===== config.mk =====
export PLATFORM = sky130hd
export DESIGN_NAME = dfs_pair
export DESIGN_NICKNAME = d
export VERILOG_FILES = /design/src/rtl/dfs_pkg.sv /design/src/rtl/dfs_incr.sv /design/src/rtl/dfs_out_tap.sv /design/src/rtl/dfs_channel.sv /design/src/rtl/dfs_pair.sv
export SDC_FILE = /design/constraint.sdc
export NUM_CORES = 1
export LEC_CHECK = 0
export ABC_AREA = 1
export BUFFER_PORTS_ARGS = -buffer_cell sky130_fd_sc_hd__buf_2
export CORE_MARGIN = 2
export CORE_UTILIZATION = 60
export CTS_BUF_LIST = sky130_fd_sc_hd__clkbuf_8
export DETAILED_ROUTE_END_ITERATION = 6
export HOLD_SLACK_MARGIN = 0.02
export PLACE_DENSITY = 0.82
export SETUP_SLACK_MARGIN = 0.02
export SLEW_MARGIN = 20
export SYNTH_ARGS = -nofsm -noshare
export SYNTH_HDL_FRONTEND = slang
export SYNTH_SLANG_ARGS = --single-unit
export TNS_END_PERCENT = 50

===== constraint.sdc =====
create_clock -name clk -period 7.05 [get_ports clk]
set_clock_uncertainty 0.15 [all_clocks]
set_input_delay 1.0575 -clock clk [delete_from_list [all_inputs] [get_ports clk]]
set_output_delay 1.0575 -clock clk [all_outputs]
set_load 0.05 [all_outputs]

===== src/rtl/dfs_pkg.sv =====
package dfs_pkg;

    localparam int ACC_W    = 48;
    localparam int TAP_W    = 8;
    localparam int MULT_W   = 16;
    localparam int MULT_MAX = 38880;
    localparam int STEP_HZ  = 2000;

    typedef enum logic {
        ST_IDLE = 1'b0,
        ST_RUN  = 1'b1
    } dfs_state_e;

    typedef struct packed {
        logic [ACC_W-1:0] inc;
        logic [TAP_W-1:0] ph;
    } dfs_cfg_t;

    // Accumulator increment for one 2 kHz step at the given master clock.
    function automatic logic [ACC_W-1:0] step_for(input longint unsigned fclk);
        longint unsigned num;
        num = 64'(STEP_HZ) << ACC_W;
        return ACC_W'(num / fclk);
    endfunction

    function automatic logic mult_ok(input logic [MULT_W-1:0] m);
        return (m != '0) && (32'(m) <= MULT_MAX);
    endfunction

    function automatic logic tap_bit(input logic [ACC_W-1:0] acc,
                                     input logic [TAP_W-1:0] ph);
        logic [TAP_W-1:0] t;
        t = acc[ACC_W-1 -: TAP_W] + ph;
        return t[TAP_W-1];
    endfunction

endpackage


===== src/rtl/dfs_incr.sv =====
module dfs_incr
    import dfs_pkg::*;
#(
    parameter longint unsigned FCLK_HZ = 64'd311040000
) (
    input  logic [MULT_W-1:0] mult,
    output logic [ACC_W-1:0]  inc,
    output logic              ok
);
    localparam logic [ACC_W-1:0] STEP = step_for(FCLK_HZ);

    always_comb begin
        inc = ACC_W'(mult) * STEP;
        ok  = mult_ok(mult);
    end
endmodule


===== src/rtl/dfs_out_tap.sv =====
module dfs_out_tap
    import dfs_pkg::*;
(
    input  logic             clk,
    input  logic             rst,
    input  logic             active,
    input  logic [ACC_W-1:0] acc_nx,
    input  logic [TAP_W-1:0] ph_nx,
    output logic             synth_clk,
    output logic             edge_stb
);
    logic tap_nx;

    always_comb tap_nx = tap_bit(acc_nx, ph_nx);

    always_ff @(posedge clk) begin
        if (rst || !active) begin
            synth_clk <= 1'b0;
            edge_stb  <= 1'b0;
        end else begin
            synth_clk <= tap_nx;
            edge_stb  <= tap_nx & ~synth_clk;
        end
    end

    // strobe exactly on rising output
    a_r7_strobe_on_rise: assert property (@(posedge clk) disable iff (rst)
        edge_stb == $rose(synth_clk));
endmodule


===== src/rtl/dfs_channel.sv =====
module dfs_channel
    import dfs_pkg::*;
#(
    parameter longint unsigned FCLK_HZ = 64'd311040000
) (
    input  logic              clk,
    input  logic              rst,
    input  logic              en,
    input  logic [MULT_W-1:0] mult,
    input  logic [TAP_W-1:0]  phase,
    output logic              synth_clk,
    output logic              edge_stb,
    output logic              err
);
    logic [ACC_W-1:0] inc_in;
    logic             ok;
    logic [ACC_W-1:0] acc, acc_nx;
    logic [ACC_W:0]   sum_w;
    logic             carry;
    logic             go;
    dfs_cfg_t         cfg, cfg_nx, cfg_in;
    dfs_state_e       st, st_nx;

    dfs_incr #(.FCLK_HZ(FCLK_HZ)) u_incr (
        .mult (mult),
        .inc  (inc_in),
        .ok   (ok)
    );

    always_comb begin
        cfg_in = '{inc: inc_in, ph: phase};
        sum_w  = {1'b0, acc} + {1'b0, cfg.inc};
        carry  = sum_w[ACC_W];
        go     = en && ok;
        st_nx  = st;
        acc_nx = acc;
        cfg_nx = cfg;
        if (!go) begin
            st_nx  = ST_IDLE;
            acc_nx = '0;
        end else if (st == ST_IDLE) begin
            st_nx  = ST_RUN;
            acc_nx = '0;
            cfg_nx = cfg_in;
        end else begin
            acc_nx = sum_w[ACC_W-1:0];
            if (carry) cfg_nx = cfg_in;
        end
    end

    always_ff @(posedge clk) begin
        if (rst) begin
            st  <= ST_IDLE;
            acc <= '0;
            cfg <= '0;
            err <= 1'b0;
        end else begin
            st  <= st_nx;
            acc <= acc_nx;
            cfg <= cfg_nx;
            err <= !ok;
        end
    end

    dfs_out_tap u_tap (
        .clk       (clk),
        .rst       (rst),
        .active    (go),
        .acc_nx    (acc_nx),
        .ph_nx     (cfg_nx.ph),
        .synth_clk (synth_clk),
        .edge_stb  (edge_stb)
    );

    // reset clears state and output
    a_r1_reset_clears: assert property (@(posedge clk)
        rst |=> (acc == '0 && st == ST_IDLE && !synth_clk && !err));

    // settings only move on a wrap
    a_r5_cfg_held: assert property (@(posedge clk) disable iff (rst)
        (st == ST_RUN && go && !carry) |=> $stable(cfg));

    // out-of-range multiple silences output and flags
    a_r4_bad_mult: assert property (@(posedge clk) disable iff (rst)
        !ok |=> (err && !synth_clk && !edge_stb && acc == '0));

    // disabled channel stays quiet
    a_r6_disabled: assert property (@(posedge clk) disable iff (rst)
        !en |=> (!synth_clk && !edge_stb && acc == '0));
endmodule


===== src/rtl/dfs_pair.sv =====
module dfs_pair
    import dfs_pkg::*;
#(
    parameter int              NCH     = 2,
    parameter longint unsigned FCLK_HZ = 64'd311040000
) (
    input  logic                         clk,
    input  logic                         rst,
    input  logic [NCH-1:0]               en,
    input  logic [NCH-1:0][MULT_W-1:0]   mult,
    input  logic [NCH-1:0][TAP_W-1:0]    phase,
    output logic [NCH-1:0]               synth_clk,
    output logic [NCH-1:0]               edge_stb,
    output logic [NCH-1:0]               err
);
    // each channel is a separate instance sharing only clk and rst
    for (genvar g = 0; g < NCH; g++) begin : g_ch
        dfs_channel #(.FCLK_HZ(FCLK_HZ)) u_ch (
            .clk       (clk),
            .rst       (rst),
            .en        (en[g]),
            .mult      (mult[g]),
            .phase     (phase[g]),
            .synth_clk (synth_clk[g]),
            .edge_stb  (edge_stb[g]),
            .err       (err[g])
        );
    end
endmodule


==> results.cfg <==
[worst_setup_path]
rrSetupSlack_ns = 2.56
crit_top_cell = inv_1
critPathMaxFanout = 8
crit_required_ns = 7.31
worst_path_largest_cell_delay_ns = 0.56
critical_path.slowest_cell = fa_1
crit_start = mult[8]
setup.worst_path.start_class = input pin
r2r-start = g_ch[1].u_ch.cfg[8]
arrival_ns = 6.47
worstSetupEndpoint = g_ch[0].u_ch.cfg[49]
r2r-end = g_ch[1].u_ch.u_tap.synth_clk
path_class = input pin to flip-flop
r2r_cells = 24
critPathCaptureType = flip-flop

[run_status]
violations = DRC
status = complete, but fails checks

[clocking]
holdBufCountCts = 0
ctsLongestPathBuffers = 3
ctsResizeCount = 0
clkLatencyLatePin_ns = 0.59
clkSinkCount = 214
cts_tree = yes
cts_buffers = 41
htreeDepth = 2
cts_root_buf = clkbuf_8
post-cts-setup-buffers = 0
path_clk_slew_ns = 0.06

[sta]
tightest_slew_ns = 0.842
slew_violations = 0
setup-violations-final = 0
finalCritPeriodShare_pct = 88.2
fin_tns_setup_ns = 0
maxSlewHeadroom_pct = 43.9
worst_slack_ns = 0.834
period_needed_ns = 6.22
fmax_ghz = 0.161
rsz0062_at_grt = false
hold_viol = 0

[floorplanning]
core_sq_um = 47700
ios = 58
die_width_microns = 224
dieArea_sq_um = 50100
fp.dieH_microns = 224
fp-row-count = 80
initial_core_util_pct = 60.7

[logic_synthesis]
synth_ff_type = dfxtp_1
synth_area_sq_um = 29000
ys_async_sr_fraction_pct = 0
yosysSeqAreaShare_pct = 14.8
synth_fp_nets = 4702
syn_avg_cell_area_sq_um = 7.43
ys_warn_count = 0
postSynthCellCount = 3902
synth-edff-count = 0
ys_seq_elements = 214
synth.distinct_cells = 53

[final_layout]
n_antenna_cell = 0
postLayoutCoreUtil_pct = 64.3
nNetsFinal = 4761
area_growth_pct = 5.90
fin_cells = 4604
layout_common_cells = 823 x inv_1, 610 x nand2_1, 498 x ha_1, 358 x a21oi_1, 334 x nor2_1
final.fill_count = 4208
drive_gt1_share_pct = 5.04
final_common_cell = inv_1

[min_path]
hold_class = flip-flop to flip-flop
worstHoldPathCells = 1

[placed_design]
place_ws_ns = 0.339
io_buffers = 57
dp_hpwl_mm = 65.9
dp.cells = 4533
gp_congestion = 1.03

[drt]
first_pass_iters = 7
vias = 25500
wire_per_inst_microns = 17.0
viasPerCell = 5.53
drt_iter0_drc = 1859
drt-total-wl_mm = 78.3
route.detailed.drc = 3
drtAntennaViolNets = 0

[power_and_ir_drop]
p_total_w = 0.0138
powerDensity_nw_per_um2 = 449
worst_ir_drop_vdd_mv = 0.701
p_leak_nw = 16.6

[global_route]
grt_max_degree = 95
grt_overflow = 0
first_global_vias = 26200
antenna_found_initial = 0
grt_pass1_wl_mm = 129
track_usage_pct = 32.3

[flow_run]
max-cap-violations = 0
-- worst min path at each step --
stage / slack [ns] / to / from
after global routing: 0.28 / g_ch[1].u_ch.u_tap.edge_stb / g_ch[1].u_ch.u_tap.synth_clk
after CTS: 0.27 / g_ch[0].u_ch.u_tap.edge_stb / g_ch[0].u_ch.u_tap.synth_clk
after global placement: 0.24 / g_ch[0].u_ch.u_tap.edge_stb / g_ch[0].u_ch.u_tap.synth_clk
final: 0.26 / g_ch[0].u_ch.u_tap.edge_stb / g_ch[0].u_ch.u_tap.synth_clk
after floorplan: 0.24 / g_ch[0].u_ch.u_tap.edge_stb / g_ch[0].u_ch.u_tap.synth_clk
after detailed placement: 0.26 / g_ch[0].u_ch.u_tap.edge_stb / g_ch[0].u_ch.u_tap.synth_clk
-- state kept, by name, indices dropped and copies added, names as in the netlist --
register	count
g_ch.u_ch.u_tap.edge_stb	2
g_ch.u_ch.cfg	110
g_ch.u_ch.acc	96
g_ch.u_ch.err	2
g_ch.u_ch.st	2
g_ch.u_ch.u_tap.synth_clk	2
-- cells in the mapped netlist, types with 3 or more instances --
library cell | n | share of area [%]
a31o_2 | 3 | 0.091
nor2_2 | 5 | 0.11
nand2_1 | 610 | 7.9
nor4_1 | 15 | 0.32
o21ai_1 | 16 | 0.28
xnor2_1 | 62 | 1.9
xor2_1 | 47 | 1.4
nand4_1 | 24 | 0.52
a21oi_2 | 6 | 0.18
or2_1 | 8 | 0.17
dfxtp_1 | 214 | 15
a21boi_0 | 10 | 0.26
o211ai_1 | 8 | 0.21
nand2_2 | 17 | 0.37
inv_1 | 812 | 11
nor3_1 | 38 | 0.66
a31oi_1 | 28 | 0.60
nor2_1 | 334 | 4.3
nor2_4 | 4 | 0.16
buf_2 | 12 | 0.21
a21o_1 | 31 | 0.80
ha_1 | 498 | 21
o31ai_1 | 3 | 0.078
fa_1 | 250 | 17
buf_4 | 11 | 0.28
o21a_1 | 13 | 0.34
a21oi_1 | 358 | 6.2
nand3_1 | 97 | 1.7
a221oi_1 | 4 | 0.12
or2_0 | 3 | 0.065
or2_2 | 17 | 0.37
clkbuf_1 | 21 | 0.27
inv_2 | 14 | 0.18
o2111ai_1 | 3 | 0.091
o21ai_0 | 249 | 4.3
o21bai_1 | 30 | 0.78
-- metrics by stage --
stage	hold slack (ns)	cell area [sq um]
2_1_floorplan	0.243	29000
3_3_place_gp	0.243	29900
3_5_place_dp	0.256	29900
4_1_cts	0.267	30700
5_1_grt	0.283	30700
6_report	0.265	30700
-- worst max-delay path, delay by kind of cell --
| family | cells | cell delay [ns] |
|---|---|---|
| adders and majority gates | 6 | 2.86 |
| AOI/OAI and AO/OA | 4 | 0.79 |
| buffers and inverters | 8 | 0.82 |
| and+or+nand+nor | 6 | 0.79 |
| xor gates and xnor gates | 1 | 0.16 |
-- kinds of logic (layout without fill, tap and decap cells) --
family                   count (synthesis)  count (layout)  share of synthesized area, %
XOR/XNOR                               109             109                          3.29
adder cells (fa/ha/maj)                748             748                          38.7
AO/OA/AOI/OAI                          774             774                          14.7
buffers and inverters                  875             962                          11.6
flip-flops                             214             214                          14.8
AND/OR/NAND/NOR                       1182            1182                          16.9
-- area by class of cell --
class / count / area [sq um] / share of cell area [%]
clock buffers: 49 / 674 / 2.20
clock inverters: 22 / 179 / 0.583
inverters: 826 / 3100 / 10.1
repair buffers: 65 / 345 / 1.12
multi-input cells: 2813 / 21400 / 69.6
well taps: 615 / 769 / 2.51
flip-flops and latches: 214 / 4280 / 13.9
-- report_power, final --
part	total, W	switching, W	internal [W]
registers	0.00149	0.000122	0.00136
clock network	0.00132	0.000579	0.000739
logic	0.0110	0.00685	0.00413
-- per-layer routing --
metal / global-route usage (%) / wire [microns]
met5: 0 / 0
met4: 15.7 / 4310
met3: 4.92 / 4830
met2: 57.6 / 37700
met1: 37.8 / 31400
Note: power is estimated with default switching activity, not from simulation.
